==> src/rtl/qrd_pkg.sv <==
package qrd_pkg;

    localparam logic [7:0] QUAD_READ_CMD = 8'h6B;
    localparam int CMD_BITS   = 8;
    localparam int ADDR_BITS  = 24;
    localparam int DUMMY_BITS = 8;
    localparam int ADDR_END   = CMD_BITS + ADDR_BITS;
    localparam int HDR_BITS   = ADDR_END + DUMMY_BITS;

    typedef enum logic [2:0] {
        PH_CMD,
        PH_ADDR,
        PH_DUMMY,
        PH_DATA,
        PH_IGNORE
    } phase_e;

    typedef struct packed {
        logic active;
        logic rise;
        logic fall;
    } sck_evt_t;

    function automatic logic [7:0] fill_byte(input int unsigned idx);
        int unsigned v;
        v = (idx * 29 + 90) & 255;
        return v[7:0];
    endfunction

    function automatic logic [3:0] pick_nibble(input logic [7:0] b, input logic hi);
        return hi ? b[7:4] : b[3:0];
    endfunction

endpackage

==> src/rtl/qrd_sck_edges.sv <==
module qrd_sck_edges
    import qrd_pkg::*;
(
    input  logic     clk,
    input  logic     rst,
    input  logic     sck,
    input  logic     cs_n,
    output sck_evt_t evt
);

    logic sck_q;

    always_ff @(posedge clk) begin
        if (rst) sck_q <= 1'b0;
        else     sck_q <= sck;
    end

    assign evt.active = ~cs_n;
    assign evt.rise   = ~cs_n & sck & ~sck_q;
    assign evt.fall   = ~cs_n & ~sck & sck_q;

endmodule

==> src/rtl/qrd_header.sv <==
module qrd_header
    import qrd_pkg::*;
#(
    parameter int ADDR_W = 8
) (
    input  logic              clk,
    input  logic              rst,
    input  sck_evt_t          evt,
    input  logic              dq0_in,
    input  logic              hold_n,
    output phase_e            phase,
    output logic              addr_load,
    output logic [ADDR_W-1:0] addr_word
);

    localparam int SR_W  = (ADDR_W > CMD_BITS) ? ADDR_W : CMD_BITS;
    localparam int CNT_W = $clog2(HDR_BITS + 1);

    logic [SR_W-2:0]  shreg;
    logic [SR_W-1:0]  word;
    logic [CNT_W-1:0] bit_cnt;
    logic             take;

    assign word = {shreg, dq0_in};
    assign take = evt.rise &&
                  ((phase == PH_ADDR) || (phase == PH_DUMMY) ||
                   ((phase == PH_CMD) && hold_n));

    always_ff @(posedge clk) begin
        if (rst || !evt.active) begin
            phase     <= PH_CMD;
            bit_cnt   <= '0;
            shreg     <= '0;
            addr_load <= 1'b0;
            addr_word <= '0;
        end else begin
            addr_load <= 1'b0;
            if (take) begin
                shreg   <= word[SR_W-2:0];
                bit_cnt <= bit_cnt + 1'b1;
                if (bit_cnt == CNT_W'(CMD_BITS - 1)) begin
                    phase <= (word[7:0] == QUAD_READ_CMD) ? PH_ADDR : PH_IGNORE;
                end else if (bit_cnt == CNT_W'(ADDR_END - 1)) begin
                    phase     <= PH_DUMMY;
                    addr_load <= 1'b1;
                    addr_word <= word[ADDR_W-1:0];
                end else if (bit_cnt == CNT_W'(HDR_BITS - 1)) begin
                    phase <= PH_DATA;
                end
            end
        end
    end

    AST_DATA_AFTER_HDR: assert property (@(posedge clk) disable iff (rst)
        (phase == PH_DATA) |-> (bit_cnt == CNT_W'(HDR_BITS)));

    AST_IGNORE_HOLDS: assert property (@(posedge clk) disable iff (rst)
        (phase == PH_IGNORE && evt.active) |=> (phase == PH_IGNORE));

endmodule

==> src/rtl/qrd_array.sv <==
module qrd_array
    import qrd_pkg::*;
#(
    parameter int ADDR_W = 8
) (
    input  logic              clk,
    input  logic              rst,
    input  logic [ADDR_W-1:0] rd_idx,
    output logic [7:0]        rd_byte
);

    localparam int DEPTH = 1 << ADDR_W;

    logic [7:0] mem [DEPTH];

    always_ff @(posedge clk) begin
        if (rst) begin
            for (int i = 0; i < DEPTH; i++) begin
                mem[i] <= fill_byte(i);
            end
        end
    end

    assign rd_byte = mem[rd_idx];

endmodule

==> src/rtl/qrd_streamer.sv <==
module qrd_streamer
    import qrd_pkg::*;
#(
    parameter int ADDR_W = 8
) (
    input  logic              clk,
    input  logic              rst,
    input  sck_evt_t          evt,
    input  phase_e            phase,
    input  logic              addr_load,
    input  logic [ADDR_W-1:0] addr_word,
    input  logic [7:0]        rd_byte,
    output logic [ADDR_W-1:0] rd_idx,
    output logic [3:0]        dq_out,
    output logic [3:0]        dq_oe
);

    logic nib_hi;

    always_ff @(posedge clk) begin
        if (rst) begin
            rd_idx <= '0;
            nib_hi <= 1'b1;
            dq_out <= '0;
            dq_oe  <= '0;
        end else if (!evt.active) begin
            dq_oe  <= '0;
            nib_hi <= 1'b1;
        end else if (addr_load) begin
            rd_idx <= addr_word;
            nib_hi <= 1'b1;
        end else if (evt.fall && phase == PH_DATA) begin
            dq_out <= pick_nibble(rd_byte, nib_hi);
            dq_oe  <= '1;
            nib_hi <= ~nib_hi;
            if (!nib_hi) rd_idx <= rd_idx + 1'b1;
        end
    end

    AST_OUT_ON_FALL: assert property (@(posedge clk) disable iff (rst)
        !evt.fall |=> $stable(dq_out));

    AST_OE_RELEASE: assert property (@(posedge clk) disable iff (rst)
        !evt.active |=> (dq_oe == 4'h0));

    AST_OE_UNIFORM: assert property (@(posedge clk) disable iff (rst)
        (dq_oe == 4'h0) || (dq_oe == 4'hF));

endmodule

==> src/rtl/qrd_responder.sv <==
module qrd_responder
    import qrd_pkg::*;
#(
    parameter int ADDR_W = 8
) (
    input  logic       clk,
    input  logic       rst,
    input  logic       cs_n,
    input  logic       sck,
    input  logic       dq0_in,
    input  logic       hold_n,
    output logic [3:0] dq_out,
    output logic [3:0] dq_oe,
    output logic       prot_bypass
);

    sck_evt_t          evt;
    phase_e            phase;
    logic              addr_load;
    logic [ADDR_W-1:0] addr_word;
    logic [ADDR_W-1:0] rd_idx;
    logic [7:0]        rd_byte;

    qrd_sck_edges u_edges (
        .clk  (clk),
        .rst  (rst),
        .sck  (sck),
        .cs_n (cs_n),
        .evt  (evt)
    );

    qrd_header #(.ADDR_W(ADDR_W)) u_header (
        .clk       (clk),
        .rst       (rst),
        .evt       (evt),
        .dq0_in    (dq0_in),
        .hold_n    (hold_n),
        .phase     (phase),
        .addr_load (addr_load),
        .addr_word (addr_word)
    );

    qrd_array #(.ADDR_W(ADDR_W)) u_array (
        .clk     (clk),
        .rst     (rst),
        .rd_idx  (rd_idx),
        .rd_byte (rd_byte)
    );

    qrd_streamer #(.ADDR_W(ADDR_W)) u_streamer (
        .clk       (clk),
        .rst       (rst),
        .evt       (evt),
        .phase     (phase),
        .addr_load (addr_load),
        .addr_word (addr_word),
        .rd_byte   (rd_byte),
        .rd_idx    (rd_idx),
        .dq_out    (dq_out),
        .dq_oe     (dq_oe)
    );

    assign prot_bypass = (phase == PH_ADDR) || (phase == PH_DUMMY) || (phase == PH_DATA);

    AST_OE_NEEDS_CMD: assert property (@(posedge clk) disable iff (rst)
        (dq_oe != 4'h0) |-> prot_bypass);

    AST_IGNORE_QUIET: assert property (@(posedge clk) disable iff (rst)
        (phase == PH_IGNORE) |-> (dq_oe == 4'h0 && !prot_bypass));

endmodule

==> config.mk <==
export PLATFORM = sky130hd
export DESIGN_NAME = qrd_responder
export DESIGN_NICKNAME = d
export VERILOG_FILES = /design/src/rtl/qrd_pkg.sv /design/src/rtl/qrd_sck_edges.sv /design/src/rtl/qrd_header.sv /design/src/rtl/qrd_array.sv /design/src/rtl/qrd_streamer.sv /design/src/rtl/qrd_responder.sv
export SDC_FILE = /design/constraint.sdc
export NUM_CORES = 1
export LEC_CHECK = 0
export ABC_CLOCK_PERIOD_IN_PS = 2700
export BUFFER_PORTS_ARGS = -buffer_cell sky130_fd_sc_hd__buf_2
export CAP_MARGIN = 20
export CORE_MARGIN = 4
export CORE_UTILIZATION = 28
export CTS_CLUSTER_DIAMETER = 40
export CTS_CLUSTER_SIZE = 40
export DETAILED_ROUTE_END_ITERATION = 12
export GPL_TIMING_DRIVEN = 0
export SETUP_SLACK_MARGIN = 0.5
export SLEW_MARGIN = 10
export SYNTH_ARGS = -nofsm -noshare
export SYNTH_HDL_FRONTEND = slang
export SYNTH_SLANG_ARGS = --single-unit
==> constraint.sdc <==
create_clock -name clk -period 2.7 [get_ports clk]
set_clock_uncertainty 0.15 [all_clocks]
set_input_delay 0.81 -clock clk [delete_from_list [all_inputs] [get_ports clk]]
set_output_delay 0.81 -clock clk [all_outputs]
set_load 0.005 [all_outputs]
==> metrics.txt, run 1 <==
outcome=finished, final reports clean; Nets=between 400 and 500; worst-skew pair later-pin latency=around 300 ps; Die Y-Extent=109.0 um; DRC viols=0; met3 GRT Util=0.01776; post-synthesis xor/xnor area fraction=0.01227; Detail Route Antenna Nets=0; peak supply drop=0.1708 mV; DR vias=roughly 2.7k; final wirelength=7.148 mm; Crit Path Max Fanout=6; Synth Area in Compound Gates=0.2209; synth top area cells=dfxtp_1 34%, nor2_1 7.6%, mux2i_1 6.7%, ha_1 5.3%, nand2_1 3.7%; clk root buf=clkbuf_8; port bufs=14; Startpoint Class=flop; gr busiest metal=met1; detailed placement HPWL=around 5.0 mm; clk buf depth=2; Yosys warnings=0; Setup Crit Path Kind=reg2reg; die extent in x=around 110 um; Max-cap violations=0; Starting Density=0.2894; diode count=0; vias in the first global route=around 2.3k; WL/cell=around 14 um; CP required=2740 ps; main combinational cell family by area after synthesis=simple AND/OR/NAND/NOR gates; hold crit path type=reg2reg; Initial DRC Count=211; htree depth=2; slew margin rel.=0.5942; EDFF count, synth=0; Worst-path clk slew=around 80 ps; FFs w/ async S/R, synth=0; die area=11880 um2; met1 Use GR=0.1710; fin. max-slew vios=0; TNS Setup=0 ps; mux cell area share after synthesis=0.07450; RSZ-0062 raised after global routing=yes; leakage=approximately 1.2 nW; share of cells above drive strength 1=0.2214; Synth Area per Inst=about 8.1 um2; endpoints failing hold=0; Area Overhead vs Synth=22.35%; Cells after Synth=354; Pre-antenna DRT Iters=5; Mapped Nets=around 370; Setup WS post-layout=about 550 ps; Fmax=~460 MHz; initial antenna violation count=0; Via density=~5.2; Synth cell types=between 50 and 60; gpl congestion=about 0.9; M2 GR Usage=0.1623; Post-Synth Adder-Cell Area=0.05259; ys flop type=dfxtp_1; Mapped Area=approximately 2900 um2; cell taking the most area after synthesis=dfxtp_1; post-synthesis sequential element count=48; first-pass GRT wire length=about 11 mm; Final Cycle Share=0.7966; GRT overflow=0; Boundary Pins=15; Tmin final=2151 ps; # rows=36; Synth top area share=0.3365; CORE AREA=about 9900 um2; CTS Buf Count=5; Place WS=roughly 110 ps; GRT Resource Usage Total=0.1138; # clock sinks=between 40 and 50; cts hold-fix bufs=0; CP Data Arrival Time=about 2200 ps; CTS tree=yes; setup violators final=0; Simple-Gate Fraction of Synth Area=0.2388; post-synthesis sequential area ratio=0.3365; Crit. End Element=flop; Pwr Density=341.0 nW/um2; largest net degree at the start of global routing=16; measured slew at the worst slew-check pin=slightly above 600 ps
==> path summary, 6_finish.rpt <==
| check | start | endpoint | slack [ps] | cells past startpoint |
|---|---|---|---|---|
| setup / recovery | flop | u_streamer.dq_out[3] | 550 | 8 |
| hold / removal | u_streamer.dq_out[3] | u_streamer.dq_out[3] | 300 | 2 |
| setup reg to reg | flop | u_streamer.dq_out[3] | 550 | 8 |
| hold reg to reg | u_streamer.dq_out[3] | u_streamer.dq_out[3] | 300 | 2 |
==> metrics by stage <==
stage | hold slack, ps | instance area (um2) | std cells | total power [mW] | utilization
global route | 341.6 | 3493 | 526 | 1.240 | 0.3541
floorplan | 295.9 | 2869 | 354 | 0.7470 | -
global placement | 289.6 | 3105 | 501 | 0.7587 | 0.3148
detailed placement | 296.7 | 3105 | 501 | 0.7590 | 0.3148
CTS | 308.2 | 3264 | 511 | 1.206 | 0.3309
finish | 302.1 | 3493 | 526 | 1.191 | 0.3541
==> repair_timing <==
item | in CTS | in global routing
gates cloned | 0 | 1
hold endpoints to repair | 0 | 0
setup endpoints to repair | 2 | 18
buffers inserted | 2 | 14
pin swaps | 1 | 7
resized for setup | 15 | 22
==> where the power goes <==
group	total (mW)	switching, mW	leakage [nW]	internal [mW]
Sequential	0.708	0.00156	0.389	0.706
Combinational	0.0355	0.0219	0.807	0.0135
Clock	0.448	0.238	0.0516	0.209
Total	1.19	0.262	1.25	0.929
==> cells in the mapped netlist, types with 3 or more instances <==
library cell,count
nand3_1,11
inv_1,10
nor2b_1,9
a21oi_1,15
a31oi_1,5
o22ai_1,3
o21ai_0,20
buf_4,5
a311oi_1,3
clkbuf_1,10
dfxtp_1,48
o311ai_0,4
buf_2,9
or3_1,4
mux2i_1,19
xor2_1,3
a211oi_1,8
nor3_1,8
and3_1,3
nor2_1,58
a211o_1,3
o2111ai_1,3
nand2_1,28
nand2b_1,6
a22oi_1,4
ha_1,12
==> kinds of logic (layout without fill, tap and decap cells) <==
group                    Yosys count  in the layout
AND/OR/NAND/NOR                  141            141
AO/OA/AOI/OAI                     91             91
flip-flops                        48             48
buffers and inverters             37             76
multiplexers                      21             21
adder cells (fa/ha/maj)           12             12
XOR/XNOR                           4              4
==> metal layers <==
metal / up-vias / share of wire
met1: 1237 / 0.47
met2: 111 / 0.43
li1: 1344 / -
met5: - / 0
met4: 0 / 0.021
met3: 19 / 0.073
==> cell type report <==
cell class | count | area [um2]
clock inverter | 2 | 13.76
clock buffer | 6 | 82.58
buffer | 26 | 148.9
timing repair buffer | 31 | 197.7
fill | 1021 | 6371
inverter | 11 | 52.55
tap | 133 | 166.4
sequential | 48 | 969.7
multi-input combinational | 269 | 1862
==> cells in the final DEF, fill, tap and decap left out, types with 3 or more instances in the layout <==
cell        synthesis  routed
nor2_1             58      57
dfxtp_1            48      45
nand2_1            28      28
buf_2               9      22
buf_4               5      21
o21ai_0            20      20
mux2i_1            19      19
a21oi_1            15      15
nand3_1            11      10
clkbuf_1           10      10
nor2b_1             9       9
nor3_1              8       8
inv_1              10       7
a211oi_1            8       7
ha_1               12       7
clkbuf_8            0       6
a31oi_1             5       5
nand2b_1            6       5
or3_1               4       4
a22oi_1             4       4
ha_4                0       4
buf_6               2       3
clkinvlp_4          0       3
xor2_1              3       3
and3_1              3       3
o22ai_1             3       3
a311oi_1            3       3
o2111ai_1           3       3
a211o_1             3       3
==> worst max-delay path, stage by stage (launching register included) <==
cell	delay [ps]
dfxtp_4	370
buf_4	150
ha_4	180
inv_1	90
a211o_1	290
a221oi_1	270
o211ai_1	160
a221oi_2	290
o21ai_1	80
Power figures use the tool's default switching activity.
==> inputs of run 2 (changes only) <==
ABC_CLOCK_PERIOD_IN_PS = 1800   (was 2700)
clock period = 1.8 ns   (was 2.7 ns; I/O delays follow)
==> run 2 against run 1 <==
Effect of this change: largest power group unchanged; largest cell class unchanged; combinational power rose by 150%; flip-flop and latch count did not move; the flow now finishes with violations (setup timing); hold slack got worse by 3.7 ps; final area rose by 14%; count of clock-buffer cells in the layout fell by 1; critical endpoint is now u_streamer.dq_out[2]; first-iteration DRC count fell by 28%; global-route usage rose by 1.4 points; clock power rose by 44%; sequential share of layout area fell by 3.0 points.
==> metrics.txt, run 2 (synthesis gave the netlist of run 1 again) <==
outcome=finished, violations left; violations in the final reports=setup timing; Boundary Pins=15 (unchanged); TNS Setup=-705.0 ps (-705.0 ps); gpl congestion=0.8928 (-2.1%); share of cells above drive strength 1=0.3787 (+0.1573); Cell Chain, Critical Path=inv_8 -> ha_4 -> buf_6 -> o21ai_0 -> a211oi_1 -> o2111ai_1 -> o311ai_1 -> o21ai_1; RSZ-0062 raised after global routing=yes; port bufs=14 (unchanged); diode count=0 (unchanged); CTS tree=yes; Via density=5.229 (+1.5%); endpoints failing hold=0 (unchanged); Max-cap violations=0 (unchanged); first-pass GRT wire length=12.54 mm (+12%); leakage=1.433 nW (+15%); Initial DRC Count=151 (-28%); CORE AREA=9864 um2 (unchanged); CP Data Arrival Time=2050 ps (-140 ps); Startpoint Class=flop; Detail Route Antenna Nets=0 (unchanged); DRC viols=0 (unchanged); Final Cycle Share=1.118 (+0.3217); # rows=36 (unchanged); Nets=421 (+2.7%); WL/cell=14.07 um (+3.6%); slew margin rel.=0.5649 (-0.02933); hold crit path type=in2reg; Die Y-Extent=109.0 um (unchanged); largest net degree at the start of global routing=17 (+1); die area=11880 um2 (unchanged); most common cell after layout, fill and taps aside=nor2_1; Tmin final=2013 ps (-137.8 ps); Area Overhead vs Synth=39.79%; htree depth=2 (unchanged); Place WS=-428.8 ps (-534.5 ps); GRT Resource Usage Total=0.1278 (+0.01405); detailed placement HPWL=4.932 mm (-0.94%); CP required=1840 ps (-900 ps); vias in the first global route=2709 (+17%); clk buf depth=2 (unchanged); most frequent cells in the layout=54 x nor2_1, 35 x dfxtp_1, 25 x buf_6, 24 x nand2_1; Worst-path clk slew=100 ps (+20 ps); Fill cells=925 (-9.4%); setup violators final=12 (+12); fin. max-slew vios=0 (unchanged); initial antenna violation count=1 (+1); Pwr Density=449.1 nW/um2 (+32%); worst-skew pair later-pin latency=310 ps (about the same); clk root buf=clkbuf_8; Fmax=496.8 MHz (+6.8%); final wirelength=7.558 mm (+5.7%); peak supply drop=0.2942 mV (+72%); # clock sinks=48 (unchanged); Setup WS post-layout=-213.0 ps (-762.2 ps); worst stage delay on the critical path=440 ps (+70 ps); Pre-antenna DRT Iters=5 (unchanged); CP max-delay cell=dfxtp_4; measured slew at the worst slew-check pin=652.7 ps (+49.55 ps); Crit. End Element=flop; GRT overflow=0 (unchanged); Pwr Total=1.792 mW (+50%); Crit Path Max Fanout=7 (+1); DR vias=2808 (+3.6%); CTS Buf Count=5 (unchanged); Starting Density=0.2894 (unchanged); die extent in x=109.0 um (unchanged); Setup Crit Path Kind=reg2reg
[run 2: changes by cell type in the layout (fill, tap and decap cells not counted), sizes merged]
cell      delta
clkinvlp     -2
clkbuf       -2
buf         +12
inv          +3
[run 2: metal layers]
layer  track usage  up-vias  wire (um)
met5             0        -         13
met4       0.04599        2        172
met3       0.01776       22        503
met2        0.2101      125       3527
met1        0.1705     1282       3341
li1              -     1377          -
[run 2: timing repair]
item | 4_1_cts | 5_1_grt
pin swaps | 36 | 14
setup endpoints to repair | 56 | 56
setup buffers | 23 | 2
gates resized for setup | 92 | 27
cloned | 3 | 0
hold buffers | 0 | 0
[run 2: worst paths after layout]
path | startpoint | endpoint | slack (ps) | cells past startpoint
setup / recovery | flop | u_streamer.dq_out[2] | -210 | 8
hold / removal | rst | u_edges.sck_q | 300 | 2
setup reg to reg | flop | u_streamer.dq_out[2] | -210 | 8
hold reg to reg | u_streamer.dq_out[1] | u_streamer.dq_out[1] | 310 | 2
[run 2: critical path: cells and delay by family (launching register included)]
| kind | cells | cell delay [ps] |
|---|---|---|
| buffers and inverters | 2 | 200 |
| AO/OA/AOI/OAI | 5 | 810 |
| flip-flops | 1 | 440 |
| adder cells (fa/ha/maj) | 1 | 300 |
[run 2: where the power goes]
part	internal, mW	switching (mW)	total [mW]
clock network	0.276	0.368	0.644
registers	1.06	0.00272	1.06
logic	0.0459	0.0426	0.0885
total	1.38	0.413	1.79
[run 2: final cells by class]
type / instances / area (um2) / share of cell area
buffer: 26 / 227.7 / 0.05705
clock buffer: 5 / 68.82 / 0.01724
clock inverter: 3 / 22.52 / 0.005643
inverter: 11 / 56.30 / 0.01411
multi-input combinational: 269 / 2092 / 0.5241
sequential: 48 / 987.2 / 0.2473
tap: 133 / 166.4 / 0.04169
timing repair buffer: 42 / 370.4 / 0.09279
[run 2: stage by stage]
step | instances | hold slack, ps | util | instance area, um2
floorplan | 354 | 295.9 | - | 3009
global placement | 501 | 290.3 | 0.3290 | 3246
detailed placement | 501 | 306.1 | 0.3290 | 3246
CTS | 535 | 291.8 | 0.3908 | 3855
global route | 537 | 302.6 | 0.4046 | 3991
finish | 537 | 298.4 | 0.4046 | 3991
==> inputs of run 3 (changes only) <==
ABC_CLOCK_PERIOD_IN_PS = 2500   (was 1800)
CORE_UTILIZATION = 50   (was 28)
PLACE_DENSITY = 0.67   (was not set)
clock period = 2.5 ns   (was 1.8 ns; I/O delays follow)
==> run 3 against run 2 <==
Effect of this change: the flow now finishes without violations; register-to-register slack better by 540 ps; die area down 41%; global-route usage up 8.5 points; via count down 0.14%; count of clock-buffer cells in the layout up 1; sequential power down 28%; total power down 29%; clock power down 28%; sequential share of layout area up 2.0 points; flip-flop and latch count unchanged; first-iteration DRC count up 150%; wire length down 0.11%; largest cell class unchanged.
==> metrics.txt, run 3 (synthesis gave the netlist of run 1 again) <==
critical path's top delay family=compound AO/OA/AOI/OAI gates; Startpoint Class=flop; final wirelength=7.550 mm (-0.11%); largest net degree at the start of global routing=15 (-2); CP required=2580 ps (+740 ps); fin. max-slew vios=0 (unchanged); worst hold endpoint=u_streamer.dq_out[3]; routed length on met1=3.543 mm (+6.0%); Worst Hold Depth=2 (unchanged); met3 wire len=564 um (+12%); CTS tree=yes; Placed Area=3065 um2 (-5.6%); Tmin final=2176 ps (+162.7 ps); Nets=413 (-1.9%); share of cells above drive strength 1=0.2911 (-0.08757); endpoints failing hold=0 (unchanged); leakage=1.321 nW (-7.8%); measured slew at the worst slew-check pin=620.2 ps (-32.52 ps); Worst-path clk slew=80 ps (-20 ps); most frequent cells in the layout=54 x nor2_1, 45 x dfxtp_1, 27 x nand2_1, 23 x buf_4, 19 x mux2i_1; Starting Density=0.5185 (+0.2291); hold crit path type=reg2reg; DRC viols=0 (unchanged); diode count=0 (unchanged); cts hold-fix bufs=0 (unchanged); peak supply drop=0.3536 mV (+20%); most common cell after layout, fill and taps aside=nor2_1; Detail Route Antenna Nets=0 (unchanged); r2r setup slk=320 ps (+540 ps); vias in the first global route=2546 (-6.0%); CP Data Arrival Time=2250 ps (+200 ps); CORE AREA=5507 um2 (-44%); GRT overflow=0 (unchanged); htree depth=2 (unchanged); Max-cap violations=0 (unchanged); Cell Chain, Critical Path=clkinvlp_4 -> ha_4 -> buf_4 -> nor2b_1 -> o311ai_0 -> o311ai_1 -> o21ai_1; RSZ-0062 raised after global routing=yes; setup violators final=0 (-12); DR vias=2804 (-0.14%); port bufs=14 (unchanged); DR WL met2=3.307 mm (-6.2%); Die Y-Extent=83.57 um (-23%); Pre-antenna DRT Iters=5 (unchanged); CP bufs+invs=2 (unchanged); Final Cycle Share=0.8703 (-0.2481); r2r endpoint=u_streamer.dq_out[2]; worst stage delay on the critical path=460 ps (+20 ps); Pwr Density=352.6 nW/um2 (-21%); Initial DRC Count=374 (+150%); highest metal used=met4; gpl congestion=0.9710 (+8.8%); CP max-delay cell=o311ai_0; Setup Crit Path Kind=reg2reg; Crit. End Element=flop; # rows=27 (-25%); Fill cells=457 (-51%); Boundary Pins=15 (unchanged); reg2reg path depth=7 (-1); Pwr Total=1.277 mW (-29%); slew margin rel.=0.5866 (+0.02168); die area=6983 um2 (-41%); clk buf depth=2 (unchanged); clk root buf=clkbuf_8; first-pass GRT wire length=12.40 mm (-1.2%); die extent in x=83.57 um (-23%); CTS Buf Count=5 (unchanged); Via density=6.004 (+15%); initial antenna violation count=0 (-1); worst hold start=u_streamer.dq_out[3]; design area=3621 um2 (-9.3%); GRT Resource Usage Total=0.2132 (+0.08539); Worst path depth=7 (-1); outcome=finished, final reports clean; Fmax=459.6 MHz (-7.5%); WL/cell=16.17 um (+15%); detailed placement HPWL=4.907 mm (-0.50%); # clock sinks=48 (unchanged); TNS Setup=0 ps (+705.0 ps); Area Overhead vs Synth=26.82%; worst-skew pair later-pin latency=300 ps (about the same); Crit Path Max Fanout=6 (-1)
run 3: changes by cell type in the layout (fill, tap and decap cells not counted), moves of 3 or more:
cell,change
buf_6,-18
dfxtp_1,+10
dfxtp_2,-8
buf_2,+6
buf_4,+4
nand2_2,-4
clkbuf_1,+3
ha_1,+3
nand2_1,+3
run 3: per-stage QoR:
stage	worst slack [ps]	util	std cells	hold WS, ps
finish	324.3	0.6576	467	306.0
CTS	421.8	0.6221	463	314.3
detailed placement	62.33	0.5567	440	307.3
global route	216.6	0.6576	467	345.3
floorplan	381.7	-	354	295.9
global placement	17.44	0.5567	440	284.8
run 3: worst register-to-register path, cell delays in order (launching register included):
cell	delay [ps]
dfxtp_4	390
clkinvlp_4	180
ha_4	310
buf_4	160
nor2b_1	150
o311ai_0	460
o311ai_1	160
o21ai_1	160
run 3: per-layer routing:
metal | up-vias | global-route usage
met5 | - | 0
met4 | 0 | 0.06579
met3 | 17 | 0.05035
met2 | 134 | 0.3073
met1 | 1297 | 0.3122
li1 | 1356 | -
run 3: timing repair:
| item | CTS | global route |
|---|---|---|
| gates resized for setup | 36 | 42 |
| setup endpoints to repair | 19 | 39 |
| cloned | 2 | 0 |
| setup buffers | 14 | 4 |
| pin swaps | 17 | 10 |
run 3: worst max-delay path by stage:
stage                       endpoint  slack, ps  startpoint
6_report        u_streamer.dq_out[2]        320        flop
5_1_grt         u_streamer.dq_out[3]        220        flop
4_1_cts         u_streamer.dq_out[3]        420        flop
3_5_place_dp    u_streamer.dq_out[2]         60        flop
3_3_place_gp    u_streamer.dq_out[2]         20        flop
2_1_floorplan  u_header.addr_word[0]        380        cs_n
run 3: report_power, final:
group / switching, mW / internal, mW / leakage [nW]
sequential: 0.00185 / 0.763 / 0.389
clock: 0.245 / 0.221 / 0.0473
combinational: 0.0255 / 0.0211 / 0.885
total: 0.272 / 1.00 / 1.32
run 3: cell type report:
| type | count | area (um2) | area share |
|---|---|---|---|
| clock inverters | 1 | 8.758 | 0.002419 |
| flip-flops and latches | 48 | 969.7 | 0.2678 |
| inverters | 11 | 45.04 | 0.01244 |
| repair buffers | 34 | 256.5 | 0.07084 |
| plain buffers | 26 | 163.9 | 0.04527 |
| multi-input cells | 269 | 2004 | 0.5536 |
| clock buffers | 6 | 82.58 | 0.02281 |
| well taps | 72 | 90.09 | 0.02488 |
